File: src/rtl/sharer_dir_pkg.sv
package sharer_dir_pkg;

    // Overflow handling selected at the block edge
    typedef enum logic [1:0] {
        POL_BCAST  = 2'b00,
        POL_EVICT  = 2'b01,
        POL_COARSE = 2'b10,
        POL_RSVD   = 2'b11
    } ovf_pol_e;

    typedef enum logic {
        OP_ADD   = 1'b0,
        OP_WRITE = 1'b1
    } dir_op_e;

endpackage

File: src/rtl/sdir_mask_expand.sv
// Turns the stored form of one entry into a per-node sharer mask.
module sdir_mask_expand #(
    parameter int NODES = 16,
    parameter int NPTR  = 2,
    parameter int IDW   = 4,
    parameter int GRP   = 2
) (
    input  logic [NPTR-1:0][IDW-1:0] ptr_i,
    input  logic [NPTR-1:0]          vld_i,
    input  logic                     ovf_i,
    input  logic                     bcast_i,
    output logic [NODES-1:0]         sharers_o
);
    localparam int VBITS = NPTR * IDW;

    logic [VBITS-1:0] flat;
    logic [NODES-1:0] ptr_mask;
    logic [NODES-1:0] grp_mask;

    assign flat = ptr_i;

    // Each node maps onto the group bit that covers it
    for (genvar n = 0; n < NODES; n++) begin : g_grp
        assign grp_mask[n] = flat[n / GRP];
    end

    always_comb begin
        ptr_mask = '0;
        for (int p = 0; p < NPTR; p++) begin
            if (vld_i[p]) begin
                ptr_mask = ptr_mask | (NODES'(1) << ptr_i[p]);
            end
        end
    end

    always_comb begin
        if (bcast_i) begin
            sharers_o = '1;
        end else if (ovf_i) begin
            sharers_o = grp_mask;
        end else begin
            sharers_o = ptr_mask;
        end
    end

endmodule

File: src/rtl/sdir_entry_next.sv
// Next-state and invalidation mask for the entry a command selects.
module sdir_entry_next
    import sharer_dir_pkg::*;
#(
    parameter int NODES = 16,
    parameter int NPTR  = 2,
    parameter int IDW   = 4,
    parameter int GRP   = 2,
    parameter int RRW   = 1
) (
    input  ovf_pol_e                 pol_i,
    input  dir_op_e                  op_i,
    input  logic [IDW-1:0]           node_i,
    input  logic [NODES-1:0]         sharers_i,
    input  logic [NPTR-1:0][IDW-1:0] ptr_q_i,
    input  logic [NPTR-1:0]          vld_q_i,
    input  logic                     ovf_q_i,
    input  logic                     bcast_q_i,
    input  logic [RRW-1:0]           rr_q_i,
    output logic [NPTR-1:0][IDW-1:0] ptr_d_o,
    output logic [NPTR-1:0]          vld_d_o,
    output logic                     ovf_d_o,
    output logic                     bcast_d_o,
    output logic [RRW-1:0]           rr_d_o,
    output logic [NODES-1:0]         inv_o
);
    localparam int VBITS = NPTR * IDW;

    logic             hit;
    logic             has_free;
    logic [RRW-1:0]   free_idx;
    logic [RRW-1:0]   rr_next;
    logic [VBITS-1:0] flat_q;
    logic [VBITS-1:0] node_grp;
    logic [VBITS-1:0] ptr_grps;
    logic [NODES-1:0] node_bit;

    assign flat_q   = ptr_q_i;
    assign node_bit = NODES'(1) << node_i;
    assign node_grp = VBITS'(1) << (node_i / GRP);
    assign has_free = ~&vld_q_i;
    assign rr_next  = (rr_q_i == RRW'(NPTR - 1)) ? '0 : rr_q_i + RRW'(1);

    // Match against live pointers and locate the lowest free slot
    always_comb begin
        hit      = 1'b0;
        free_idx = '0;
        ptr_grps = '0;
        for (int p = NPTR - 1; p >= 0; p--) begin
            if (!vld_q_i[p]) begin
                free_idx = RRW'(p);
            end
        end
        for (int p = 0; p < NPTR; p++) begin
            if (vld_q_i[p] && ptr_q_i[p] == node_i) begin
                hit = 1'b1;
            end
            if (vld_q_i[p]) begin
                ptr_grps = ptr_grps | (VBITS'(1) << (ptr_q_i[p] / GRP));
            end
        end
    end

    always_comb begin
        ptr_d_o   = ptr_q_i;
        vld_d_o   = vld_q_i;
        ovf_d_o   = ovf_q_i;
        bcast_d_o = bcast_q_i;
        rr_d_o    = rr_q_i;
        inv_o     = '0;

        if (op_i == OP_WRITE) begin
            inv_o      = sharers_i & ~node_bit;
            ptr_d_o    = '0;
            ptr_d_o[0] = node_i;
            vld_d_o    = '0;
            vld_d_o[0] = 1'b1;
            ovf_d_o    = 1'b0;
            bcast_d_o  = 1'b0;
            rr_d_o     = '0;
        end else if (bcast_q_i) begin
            // every node is already covered
        end else if (ovf_q_i) begin
            ptr_d_o = flat_q | node_grp;
        end else if (hit) begin
            // already recorded
        end else if (has_free) begin
            ptr_d_o[free_idx] = node_i;
            vld_d_o[free_idx] = 1'b1;
        end else begin
            unique case (pol_i)
                POL_EVICT: begin
                    inv_o           = NODES'(1) << ptr_q_i[rr_q_i];
                    ptr_d_o[rr_q_i] = node_i;
                    rr_d_o          = rr_next;
                end
                POL_COARSE: begin
                    ptr_d_o = ptr_grps | node_grp;
                    vld_d_o = '0;
                    ovf_d_o = 1'b1;
                end
                default: begin
                    ovf_d_o   = 1'b1;
                    bcast_d_o = 1'b1;
                end
            endcase
        end
    end

endmodule

File: src/rtl/sharer_dir.sv
module sharer_dir
    import sharer_dir_pkg::*;
#(
    parameter int NODES   = 16,
    parameter int NPTR    = 2,
    parameter int ENTRIES = 4
) (
    input  logic                       clk_i,
    input  logic                       rst_ni,
    input  logic [1:0]                 policy_i,
    input  logic                       cmd_valid_i,
    input  logic                       cmd_write_i,
    input  logic [$clog2(ENTRIES)-1:0] cmd_entry_i,
    input  logic [$clog2(NODES)-1:0]   cmd_node_i,
    output logic                       done_o,
    output logic [NODES-1:0]           inv_mask_o
);
    localparam int IDW   = $clog2(NODES);
    localparam int VBITS = NPTR * IDW;
    localparam int GRP   = (NODES + VBITS - 1) / VBITS;
    localparam int RRW   = (NPTR > 1) ? $clog2(NPTR) : 1;

    typedef struct packed {
        logic [NPTR-1:0][IDW-1:0] ptr;
        logic [NPTR-1:0]          vld;
        logic                     ovf;
        logic                     bcast;
        logic [RRW-1:0]           rr;
    } entry_t;

    typedef struct packed {
        entry_t [ENTRIES-1:0] ent;
        logic                 done;
        logic [NODES-1:0]     mask;
    } state_t;

    state_t           st_d, st_q;
    entry_t           sel_q, sel_d;
    logic [NODES-1:0] sharers;
    logic [NODES-1:0] nxt_inv;

    assign sel_q = st_q.ent[cmd_entry_i];

    sdir_mask_expand #(
        .NODES(NODES), .NPTR(NPTR), .IDW(IDW), .GRP(GRP)
    ) u_expand (
        .ptr_i    (sel_q.ptr),
        .vld_i    (sel_q.vld),
        .ovf_i    (sel_q.ovf),
        .bcast_i  (sel_q.bcast),
        .sharers_o(sharers)
    );

    sdir_entry_next #(
        .NODES(NODES), .NPTR(NPTR), .IDW(IDW), .GRP(GRP), .RRW(RRW)
    ) u_next (
        .pol_i    (ovf_pol_e'(policy_i)),
        .op_i     (dir_op_e'(cmd_write_i)),
        .node_i   (cmd_node_i),
        .sharers_i(sharers),
        .ptr_q_i  (sel_q.ptr),
        .vld_q_i  (sel_q.vld),
        .ovf_q_i  (sel_q.ovf),
        .bcast_q_i(sel_q.bcast),
        .rr_q_i   (sel_q.rr),
        .ptr_d_o  (sel_d.ptr),
        .vld_d_o  (sel_d.vld),
        .ovf_d_o  (sel_d.ovf),
        .bcast_d_o(sel_d.bcast),
        .rr_d_o   (sel_d.rr),
        .inv_o    (nxt_inv)
    );

    always_comb begin
        st_d      = st_q;
        st_d.done = cmd_valid_i;
        st_d.mask = '0;
        if (cmd_valid_i) begin
            st_d.mask             = nxt_inv;
            st_d.ent[cmd_entry_i] = sel_d;
        end
    end

    always_ff @(posedge clk_i) begin
        if (!rst_ni) begin
            st_q <= '0;
        end else begin
            st_q <= st_d;
        end
    end

    assign done_o     = st_q.done;
    assign inv_mask_o = st_q.mask;

endmodule

File: config.mk
export PLATFORM = sky130hd
export DESIGN_NAME = sharer_dir
export DESIGN_NICKNAME = d
export VERILOG_FILES = /design/src/rtl/sharer_dir_pkg.sv /design/src/rtl/sdir_mask_expand.sv /design/src/rtl/sdir_entry_next.sv /design/src/rtl/sharer_dir.sv
export SDC_FILE = /design/constraint.sdc
export NUM_CORES = 1
export LEC_CHECK = 0
export ABC_CLOCK_PERIOD_IN_PS = 6600
export BUFFER_PORTS_ARGS = -buffer_cell sky130_fd_sc_hd__buf_4
export CORE_ASPECT_RATIO = 1.75
export CORE_MARGIN = 3
export CORE_UTILIZATION = 37
export CTS_CLUSTER_SIZE = 14
export DETAILED_ROUTE_END_ITERATION = 12
export SLEW_MARGIN = 20
export SYNTH_ARGS = -nofsm -noshare
export SYNTH_HDL_FRONTEND = slang
export SYNTH_SLANG_ARGS = --single-unit
File: constraint.sdc
create_clock -name clk_i -period 6.6 [get_ports clk_i]
set_input_delay 1.98 -clock clk_i [delete_from_list [all_inputs] [get_ports clk_i]]
set_output_delay 1.98 -clock clk_i [all_outputs]
set_load 0.01 [all_outputs]
# [Word level (Yosys, flattened, before mapping)]
# Index checks and enable logic that the tools add are counted.
[totals] ram_bits=0 latchBits=0 memories=0 register_bits=69 word_cells=121 out_inout_bits=17 inputBits=12 rom_bits=0
[classes] addsub=1 eq_ne=4 n_shift=7 muxes=62 reduce_logical=8 order_cmp=6 bitwise_logic=7 n_div=0 multipliers=0
[ops] cell="16-bit two-way mux" n=10
[ops] cell="1-bit by 4-bit left shift with 16-bit output, first input constant" n=4
[ops] cell="8-bit two-way mux" n=7
[ops] cell="52-bit bitwise mux" n=1
[ops] cell="13-bit binary-select mux with 2-bit select" n=1
[ops] cell="13-bit demux with 2-bit select" n=1
[ops] cell="13-bit two-way mux" n=2
[ops] cell="1-bit two-way mux" n=24
[ops] cell="8-bit bitwise OR" n=3
[ops] cell="1-bit by 3-bit left shift with 8-bit output, first input constant" n=3
[ops] cell="16-bit bitwise AND" n=1
[ops] cell="8-bit bitwise mux" n=2
[ops] cell="4-bit two-way mux" n=4
[ops] cell="16-bit NOT" n=1
[ops] cell="16-bit bitwise OR" n=1
[ops] cell="8-bit case mux with 2 select lines" n=1
[ops] cell="2-bit two-way mux" n=6
[ops] cell="4-bit demux with 1-bit select" n=2
[ops] cell="4-bit equality test" n=2
[ops] cell="1-bit logical AND" n=5
[ops] cell="1-bit by 2-bit < comparator with 1-bit output, second input constant" n=2
[ops] cell="2-bit AND reduction" n=2
[ops] cell="2-bit by 3-bit < comparator with 1-bit output, second input constant" n=1
[ops] cell="2-bit by 1-bit equality test with 1-bit output, second input constant" n=1
[ops] cell="other kinds (7)" n=8

# [Logic depth before layout (Yosys ltp)]
# Gate-level depths: netlist (run 1).
[logic_depth] word_depth=15 depth_mapped=10 mapped_depth_nobuf=9

# [Cells and area by module]
# From an unflattened synthesis (run 1), not the netlist that was laid out.
[unflattened] hier_cells=575 area_unflattened_um2=4914.7
[modules_own_cells] mod="sharer_dir" area_each_um2=2909.0 seq_area_each_um2=1381.3 cells_each=255 instances=1
[modules_own_cells] mod="sdir_entry_next" area_each_um2=1525.2 seq_area_each_um2=0.0 cells_each=251 instances=1
[modules_own_cells] mod="sdir_mask_expand" area_each_um2=480.5 seq_area_each_um2=0.0 cells_each=69 instances=1

# [Worst setup path after synthesis (run 1)]
# OpenSTA, ideal clock, no wires.
[synth_path] path_kind="input-to-reg" from="in cmd_entry_i[0]" to="reg st_q[23] in the netlist's numbering" setup_ns=0.134 n_path_buf=2 stages=9 path_slack_ns=2.471 arrival_ns=3.995 required_time_ns=6.466 cell_sequence="buf_6 -> buf_6 -> mux4_2 -> xnor2_1 -> nand3_2 -> o221ai_2 -> o31ai_1 -> a2111oi_2 -> a21oi_1"
[synth_via] elab_chain_len=15 word_cells_on_any_way=42 classes_between="order compare: 6; eq/ne: 2; shift: 2; mux: 23; bitwise: 3; reduce/logical: 6"
[synth_lines] item="start, declared" line_no="sharer_dir.sv:13" source="input logic [$clog2(ENTRIES)-1:0] cmd_entry_i,"
[synth_lines] item="13-bit binary-select mux with 2-bit select" line_no="sharer_dir.sv:42" source="assign sel_q = st_q.ent[cmd_entry_i];"
[synth_lines] item="13-bit two-way mux (implied by the code)" line_no="sharer_dir.sv:42"
[synth_lines] item="1-bit two-way mux (2 in a row)" line_no="sdir_entry_next.sv:50" source="if (!vld_q_i[p]) begin"
[synth_lines] item="1-bit by 2-bit < comparator with 1-bit output (implied by the code) or 1-bit greater-or-equal comparator (tied branches)" line_no="sdir_entry_next.sv:88" source="ptr_d_o[free_idx] = node_i;"
[synth_lines] item="1-bit logical AND (implied by the code)" line_no="sdir_entry_next.sv:88"
[synth_lines] item="4-bit two-way mux (implied by the code)" line_no="sdir_entry_next.sv:88"
[synth_lines] item="4-bit demux with 1-bit select"
[synth_lines] item="8-bit bitwise mux" line_no="sdir_entry_next.sv:88"
[synth_lines] item="8-bit two-way mux" line_no="sdir_entry_next.sv:87" source="end else if (has_free) begin"
[synth_lines] item="8-bit two-way mux" line_no="sdir_entry_next.sv:85" source="end else if (hit) begin"
[synth_lines] item="8-bit two-way mux" line_no="sdir_entry_next.sv:83" source="end else if (ovf_q_i) begin"
[synth_lines] item="8-bit two-way mux" line_no="sdir_entry_next.sv:81" source="end else if (bcast_q_i) begin"
[synth_lines] item="8-bit two-way mux" line_no="sdir_entry_next.sv:72" source="if (op_i == OP_WRITE) begin"
[synth_lines] item="52-bit bitwise mux (*)" line_no="sharer_dir.sv:80" source="st_d.ent[cmd_entry_i] = sel_d;"
[synth_lines] item="end signal, assigned" line_no="sharer_dir.sv:88" source="st_q <= st_d;"
[synth_lines] item="end, declared" line_no="sharer_dir.sv:37" source="state_t st_d, st_q;"
# Mark *: on every way between the ends. The rest lies on a longest branch, timed or not. The select of a mux whose other input is x is not followed.
# A chain may end at the register's enable or synchronous reset.

# [Final worst setup path (run 1)]
# Ends and elaborated chain as after synthesis.

==> reports/results.tsv, run 1 <==
stage	metric	value	unit
run_status	outcome	finished, final reports clean	
timing	rsz0062_at_grt	no	
cts	ctsLongestPathBuffers	2	
power	p_comb_share	12.7	%
cells_and_area	post-route-util	41.3	%
timing	report.final.slew_viol_count	0	
yosys	netlist_instances	552	
detailed_routing	drt_first_pass_iters	6	
yosys	synthMostInstantiatedCell	sky130_fd_sc_hd__dfxtp_1	
detailed_routing	drt_iter0_drc	549	
detailed_routing	post_drt_via_cell_ratio	6.78	
yosys	mappedNetlistNets	566	
cts	cts.root.buffer_cell	sky130_fd_sc_hd__clkbuf_16	
floorplan	placementRows	52	
cts	postCtsResizedCells	0	
global_route	antenna_found_initial	0	
cts	ctsHtreeMaxLevel	3	
detailed_routing	detailroute.via_count	4501	
worst_setup_path	end_kind	flop	
power	irDropWorstVdd	0.119	mV
cells_and_area	n_fill_cell	1161	
place	post-dp-hpwl	11600	microns
timing	finClkSkew	0.00516	ns
detailed_routing	routed_wire_length_per_instance	24.2	microns
cts	tritoncts_clock_tree	yes	
yosys	ys_top_cells_by_area	sky130_fd_sc_hd__dfxtp_1, sky130_fd_sc_hd__o21ai_0, sky130_fd_sc_hd__mux4_2	
yosys	yosys_warnings	0	
cts	insertion_delay	0.34	ns
power	p_sw	309	uW
worst_setup_path	worst_ep_arrival_time	4.84	ns
hold_path	hold_class	reg -> reg	
global_route	grt_overflow_total	0	
global_route	grt_pass1_vias	4216	
timing	setup_violations	0	
cells_and_area	antennaDiodeCount	0	
yosys	synthDominantCellAreaShare	31.0	%
yosys	avgSynthCellArea	8.08	sq um
detailed_routing	drc	0	
detailed_routing	final_wirelength	16100	microns
floorplan	io_pins	29	
timing	crit_path_time_final	4.65	ns
cells_and_area	final_net_count	538	
global_route	grt_pass1_wl	24200	microns
floorplan	chipHeight	151	microns
place	portBuffers	28	
timing	final.period_utilization	70.4	%
global_route	grt_use_total	24.2	%
cts	cts.hold.buffers_added	0	
power	power.clock.fraction	47.4	%
power	cellLeakagePower	0.00160	uW
power	pwr_density_cell	223	mW/mm^2
power	p_int	765	uW
yosys	ys_seq_area_share	31.0	%
yosys	async_flop_share	0	%
worst_setup_path	crit_path_max_fanout	24	
yosys	synth.distinct_cells	65	
yosys	synthesis.area	0.00446	sq mm
place	place_congestion	0.967	
yosys	synth_edf_count	0	
timing	slew_headroom	50.7	%
run	drv.max_cap_violation_count	0	
power	seq_power_share	39.9	%
floorplan	core_area	0.0116	sq mm
cts	post-cts-setup-buffers	0	
timing	finalHoldViolCount	0	
worst_setup_path	critPathKind	in -> reg	
power	switching_power_share_of_the_total	28.8	%
timing	fin_tns_setup	0	ns
yosys	yosys.area.top_type	sky130_fd_sc_hd__dfxtp_1	
yosys	synth_commonest_cells	sky130_fd_sc_hd__dfxtp_1, sky130_fd_sc_hd__o21ai_0, sky130_fd_sc_hd__nand2_1	
cts	numCtsBuffers	9	
yosys	synth_seq_cells	69	
cells_and_area	drive_gt1_share	15.1	%
timing	max_slew.worst_pin.slew	0.737	ns
worst_setup_path	cp-start-kind	input pin	
floorplan	floorplan.initialDensity	38.3	%
floorplan	chipWidth	89.0	microns
floorplan	die_outline_area	0.0135	sq mm
cts	clock_transition_time_at_the_flip_flop_clock_pins_of_the_worst_setup_and_hold_paths	0.06	ns
worst_setup_path	worst-endpoint-required	6.80	ns
cells_and_area	area_delta_synth_final	7.86	%
timing	fmax	215	MHz
global_route	largest_net_degree_at_the_start_of_global_routing	58	
yosys	yosys_most_used_dff	sky130_fd_sc_hd__dfxtp_1	
cts	cts.sinks	69	
detailed_routing	ant_nets	0	
path summary, 6_finish.rpt:
check                 start  endpoint  slack [ns]  depth (start not counted)
max          cmd_entry_i[0]  st_q[23]        1.95                          8
min                st_q[47]  st_q[47]        0.47                          2
max reg2reg        st_q[62]  st_q[23]        3.73                          7
min reg2reg        st_q[47]  st_q[47]        0.47                          2
metrics by stage:
stage	cell area (sq um)	std cells	total power (uW)	setup slack [ns]	hold slack [ns]
after global placement	4500	648	569	1.68	0.446
final	4810	664	1070	1.95	0.471
after global routing	4810	664	1110	1.67	0.500
after floorplan	4460	552	533	2.47	0.435
after CTS	4810	664	1080	1.98	0.472
after detailed placement	4500	648	570	1.61	0.457
layout make-up:
| class | count | area (sq um) | share of cell area, % |
|---|---|---|---|
| clock buffer | 9 | 225 | 4.68 |
| sequential | 69 | 1380 | 28.7 |
| inverter | 12 | 45.0 | 0.937 |
| multi-input combinational | 402 | 2680 | 55.8 |
| clock inverter | 7 | 80.1 | 1.66 |
| tap | 135 | 169 | 3.51 |
| timing repair buffer | 30 | 225 | 4.68 |
registers in the layout, summed over array words and instances (netlist names):
name,cells
inv_mask_o,16
st_q,52
done_o,1
layout by cell type (no fill, tap or decap), types with 4 or more instances in the layout:
master / Yosys / routed
sky130_fd_sc_hd__a22oi_1: 5 / 5
sky130_fd_sc_hd__nor4_1: 5 / 5
sky130_fd_sc_hd__nand2b_1: 7 / 7
sky130_fd_sc_hd__o22ai_1: 15 / 15
sky130_fd_sc_hd__o221ai_1: 6 / 6
sky130_fd_sc_hd__nor2b_1: 8 / 8
sky130_fd_sc_hd__o41ai_1: 4 / 4
sky130_fd_sc_hd__inv_6: 0 / 4
sky130_fd_sc_hd__inv_1: 12 / 12
sky130_fd_sc_hd__mux2i_1: 10 / 10
sky130_fd_sc_hd__o31ai_1: 10 / 10
sky130_fd_sc_hd__o21ai_1: 5 / 5
sky130_fd_sc_hd__mux4_2: 11 / 11
sky130_fd_sc_hd__a31oi_1: 8 / 8
sky130_fd_sc_hd__nand3_1: 31 / 31
sky130_fd_sc_hd__nand2_1: 50 / 50
sky130_fd_sc_hd__dfxtp_1: 69 / 69
sky130_fd_sc_hd__a221oi_1: 6 / 6
sky130_fd_sc_hd__a32o_1: 8 / 8
sky130_fd_sc_hd__nor2_1: 25 / 25
sky130_fd_sc_hd__xnor2_1: 8 / 8
sky130_fd_sc_hd__mux2_2: 6 / 6
sky130_fd_sc_hd__a21oi_1: 34 / 34
sky130_fd_sc_hd__nor3_1: 8 / 8
sky130_fd_sc_hd__buf_4: 16 / 30
sky130_fd_sc_hd__o21ai_0: 68 / 68
sky130_fd_sc_hd__clkbuf_16: 0 / 9
sky130_fd_sc_hd__a22o_1: 4 / 4
sky130_fd_sc_hd__o211ai_1: 4 / 4
per-layer routing:
layer / vias to the layer above / global-route usage, % / wire (microns)
met2: 283 / 41.0 / 8070
met5: - / 0 / 0
met4: 0 / 18.8 / 1460
li1: 2012 / - / -
met1: 2109 / 26.2 / 5510
met3: 97 / 3.59 / 1030
cells by family after synthesis:
| group | count (synthesis) | share of synthesized area (%) |
|---|---|---|
| AOI/OAI and AO/OA | 209 | 31.2 |
| xor gates and xnor gates | 9 | 1.94 |
| adders and majority gates | 2 | 0.561 |
| buffers and inverters | 81 | 8.95 |
| DFF | 69 | 31.0 |
| muxes | 27 | 9.32 |
| and+or+nand+nor | 155 | 17.1 |
power by group through the flow:
stage | Clock (uW) | Sequential, uW | Combinational, uW
finish | 508 | 429 | 136
global placement | 0 | 437 | 131
floorplan | 0 | 437 | 96.2
CTS | 515 | 429 | 133
global route | 535 | 429 | 145
detailed placement | 0 | 438 | 132
worst max-delay path, stage by stage:
cell and delay (ns):
sky130_fd_sc_hd__buf_4 0.34, sky130_fd_sc_hd__mux4_2 0.76, sky130_fd_sc_hd__xnor2_1 0.24, sky130_fd_sc_hd__nand3_2 0.13, sky130_fd_sc_hd__o221ai_2 0.54, sky130_fd_sc_hd__o31ai_1 0.15
sky130_fd_sc_hd__a2111oi_2 0.55, sky130_fd_sc_hd__a21oi_1 0.14
(Power assumes the default switching activity.)
==> run 2, diff against run 1 <==
Settings changed: ABC_AREA from default to 1, ABC_CLOCK_PERIOD_IN_PS 6600 to 3850.
Clock period 6.6 ns to 3.85 ns, I/O delays scaled along.
==> run 2 against run 1 <==
Compared with the run above: synthesized area rose by 17%; power up 100%; non-clock buffer count rose by 18; wire length rose by 8.7%; sequential power is 78% higher; via count rose by 25%; clock power increased by 79%; cell area up 20%; final cell count up 58%; first-iteration DRC count decreased by 35%; critical endpoint unchanged.
==> reports/results.tsv, run 2 <==
stage	metric	value	unit
run_status	outcome	finished, final reports clean	
power	cellLeakagePower	0.00271	uW
place	post-dp-hpwl	13400	microns
detailed_routing	routed_wire_length_per_instance	16.7	microns
timing	slew_headroom	54.2	%
global_route	largest_net_degree_at_the_start_of_global_routing	49	
timing	crit_path_time_final	3.14	ns
timing	rsz0062_at_grt	no	
place	post_dp_cell_area	0.00544	sq mm
timing	setup_violations	0	
worst_setup_path	critical-path-slowest-cell	sky130_fd_sc_hd__nor2_4	
yosys	mappedNetlistNets	885	
cts	insertion_delay	0.34	ns
cells_and_area	final_net_count	884	
cells_and_area	largest_register_ffs	52	
cts	cts.sinks	69	
yosys	synthMostInstantiatedCell	sky130_fd_sc_hd__nand2_1	
yosys	yosys.area_share.simple	38.5	%
worst_setup_path	critPathMaxStageDelay	0.35	ns
worst_setup_path	cp_common_cell	sky130_fd_sc_hd__nand2_1	
yosys	async_flop_share	0	%
place	numPlacedInstances	1033	
yosys	synth-adder-area-share	0.478	%
cells_and_area	final_cell_count_no_fill	1048	
timing	finalHoldViolCount	0	
cells_and_area	drive_gt1_share	14.6	%
worst_setup_path	worst_ep_arrival_time	3.41	ns
detailed_routing	ant_nets	0	
global_route	grt_pass1_wl	27600	microns
worst_setup_path	end_kind	flop	
worst_setup_path	worst-endpoint-required	4.13	ns
yosys	ys_seq_area_share	26.4	%
timing	fin_tns_setup	0	ns
floorplan	chipWidth	95.9	microns
cts	ctsLongestPathBuffers	2	
cells_and_area	most-common-layout-cells	sky130_fd_sc_hd__nand2_1, sky130_fd_sc_hd__a21oi_1, sky130_fd_sc_hd__o21ai_0	
worst_setup_path	critical_path.n_buffers_inverters	5	
floorplan	chipHeight	163	microns
power	irDropWorstVdd	0.187	mV
worst_setup_path	worst_path_cell_trace	buf_4, inv_4, nand3_1, nand2_1, nor2_4, o21ai_1, nor2_2, nand2_4, nand2_4, inv_2, nand2_2, inv_2, nand2_1, nand2_1, nand2_1, nand2_1, nand3_1, nand2_1, inv_1	
yosys	fraction_of_synthesized_cell_area_in_xor_and_xnor_cells	0	%
place	place_congestion	0.994	
yosys	synth_edf_count	0	
cts	ctsHtreeMaxLevel	3	
yosys	synth_commonest_cells	sky130_fd_sc_hd__nand2_1, sky130_fd_sc_hd__a21oi_1, sky130_fd_sc_hd__o21ai_0	
yosys	synth_compound_gate_area_share	21.6	%
cts	clock_transition_time_at_the_flip_flop_clock_pins_of_the_worst_setup_and_hold_paths	0.05	ns
yosys	synth_top_family_by_area	simple AND/OR/NAND/NOR gates	
detailed_routing	final_wirelength	17500	microns
timing	max_slew.worst_pin.slew	0.687	ns
worst_setup_path	path_delay_family	simple AND/OR/NAND/NOR gates	
cells_and_area	design_area	0.00577	sq mm
yosys	ys_top_cells_by_area	sky130_fd_sc_hd__dfxtp_1, sky130_fd_sc_hd__nand2_1, sky130_fd_sc_hd__a21oi_1	
hold_path	hold_class	reg -> reg	
floorplan	floorplan.initialDensity	38.5	%
timing	fmax	319	MHz
timing	final.period_utilization	81.5	%
global_route	grt_overflow_total	0	
detailed_routing	detailroute.via_count	5608	
yosys	yosys.area.top_type	sky130_fd_sc_hd__dfxtp_1	
worst_setup_path	critPathKind	in -> reg	
floorplan	placementRows	56	
cts	post-cts-setup-buffers	0	
timing	finClkSkew	0.0144	ns
yosys	yosys_most_used_dff	sky130_fd_sc_hd__dfxtp_1	
cts	cts.root.buffer_cell	sky130_fd_sc_hd__clkbuf_16	
cells_and_area	final_common_cell	sky130_fd_sc_hd__nand2_1	
power	pwr_density_cell	376	mW/mm^2
yosys	synth.distinct_cells	37	
cts	postCtsResizedCells	0	
floorplan	core_area	0.0136	sq mm
place	portBuffers	28	
global_route	grt_pass1_vias	5350	
yosys	yosys_warnings	0	
global_route	antenna_found_initial	0	
cells_and_area	antennaDiodeCount	0	
cells_and_area	top_register	st_q	
run	drv.max_cap_violation_count	0	
global_route	grt_use_total	23.1	%
yosys	synthesis.area	0.00523	sq mm
timing	timing.hold.ws	0.507	ns
yosys	avgSynthCellArea	6.01	sq um
detailed_routing	post_drt_via_cell_ratio	5.35	
worst_setup_path	cp-start-kind	input pin	
detailed_routing	drt_iter0_drc	356	
detailed_routing	drc	0	
detailed_routing	drt_first_pass_iters	5	
floorplan	die_outline_area	0.0157	sq mm
cts	tritoncts_clock_tree	yes	
yosys	synth_seq_cells	69	
yosys	post_synth_mux_area_share	0	%
yosys	netlist_instances	871	
yosys	synthDominantCellAreaShare	26.4	%
cells_and_area	area_delta_synth_final	10.2	%
worst_setup_path	crit_path_max_fanout	35	
timing	report.final.slew_viol_count	0	
cts	cts.hold.buffers_added	0	
floorplan	io_pins	29	
cts	numCtsBuffers	9	
power	finalPower	2170	uW
-- run 2: kinds of logic after synthesis --
kind of cell | after synthesis
AOI/OAI and AO/OA | 205
adders and majority gates | 2
buffers and inverters | 142
DFF | 69
and+or+nand+nor | 453
-- run 2: per-stage QoR --
step / util [%] / worst slack [ns]
6_report: 42.4 / 0.713
5_1_grt: 42.4 / 0.474
4_1_cts: 42.4 / 0.725
3_5_place_dp: 40.0 / 0.374
3_3_place_gp: 40.0 / 0.400
2_1_floorplan: - / 1.06
-- run 2: per-layer routing --
metal	share of wire, %	up-vias	track usage (%)	wire length (microns)
li1	-	2802	-	-
met2	52	220	40.3	9070
met5	0	-	0	0
met3	5.0	83	3.41	868
met4	7.4	0	16.7	1290
met1	36	2503	24.5	6260
-- run 2: where the power goes --
part | internal [uW] | switching (uW) | total, uW
Sequential | 746 | 17.3 | 764
Combinational | 147 | 347 | 494
Clock | 583 | 326 | 909
Total | 1480 | 690 | 2170
-- run 2: worst paths after layout --
kind              slack [ns]        to            from  cells past startpoint
setup / recovery        0.71  st_q[23]  cmd_entry_i[0]                     19
hold / removal          0.51  st_q[33]        st_q[33]                      2
setup reg to reg        1.76  st_q[23]        st_q[38]                     19
hold reg to reg         0.51  st_q[33]        st_q[33]                      2
-- run 2: area by class of cell --
cell class | instances | area [sq um]
inverter | 82 | 312
tap | 174 | 218
clock inverter | 5 | 83.8
sequential | 69 | 1380
timing repair buffer | 48 | 360
fill | 1523 | 7830
multi-input combinational | 660 | 3170
clock buffer | 10 | 239
-- run 2: tightest hold or removal path: stages (launching register included) --
cell and delay (ns):
sky130_fd_sc_hd__dfxtp_1 0.33, sky130_fd_sc_hd__o211ai_1 0.10, sky130_fd_sc_hd__inv_1 0.05
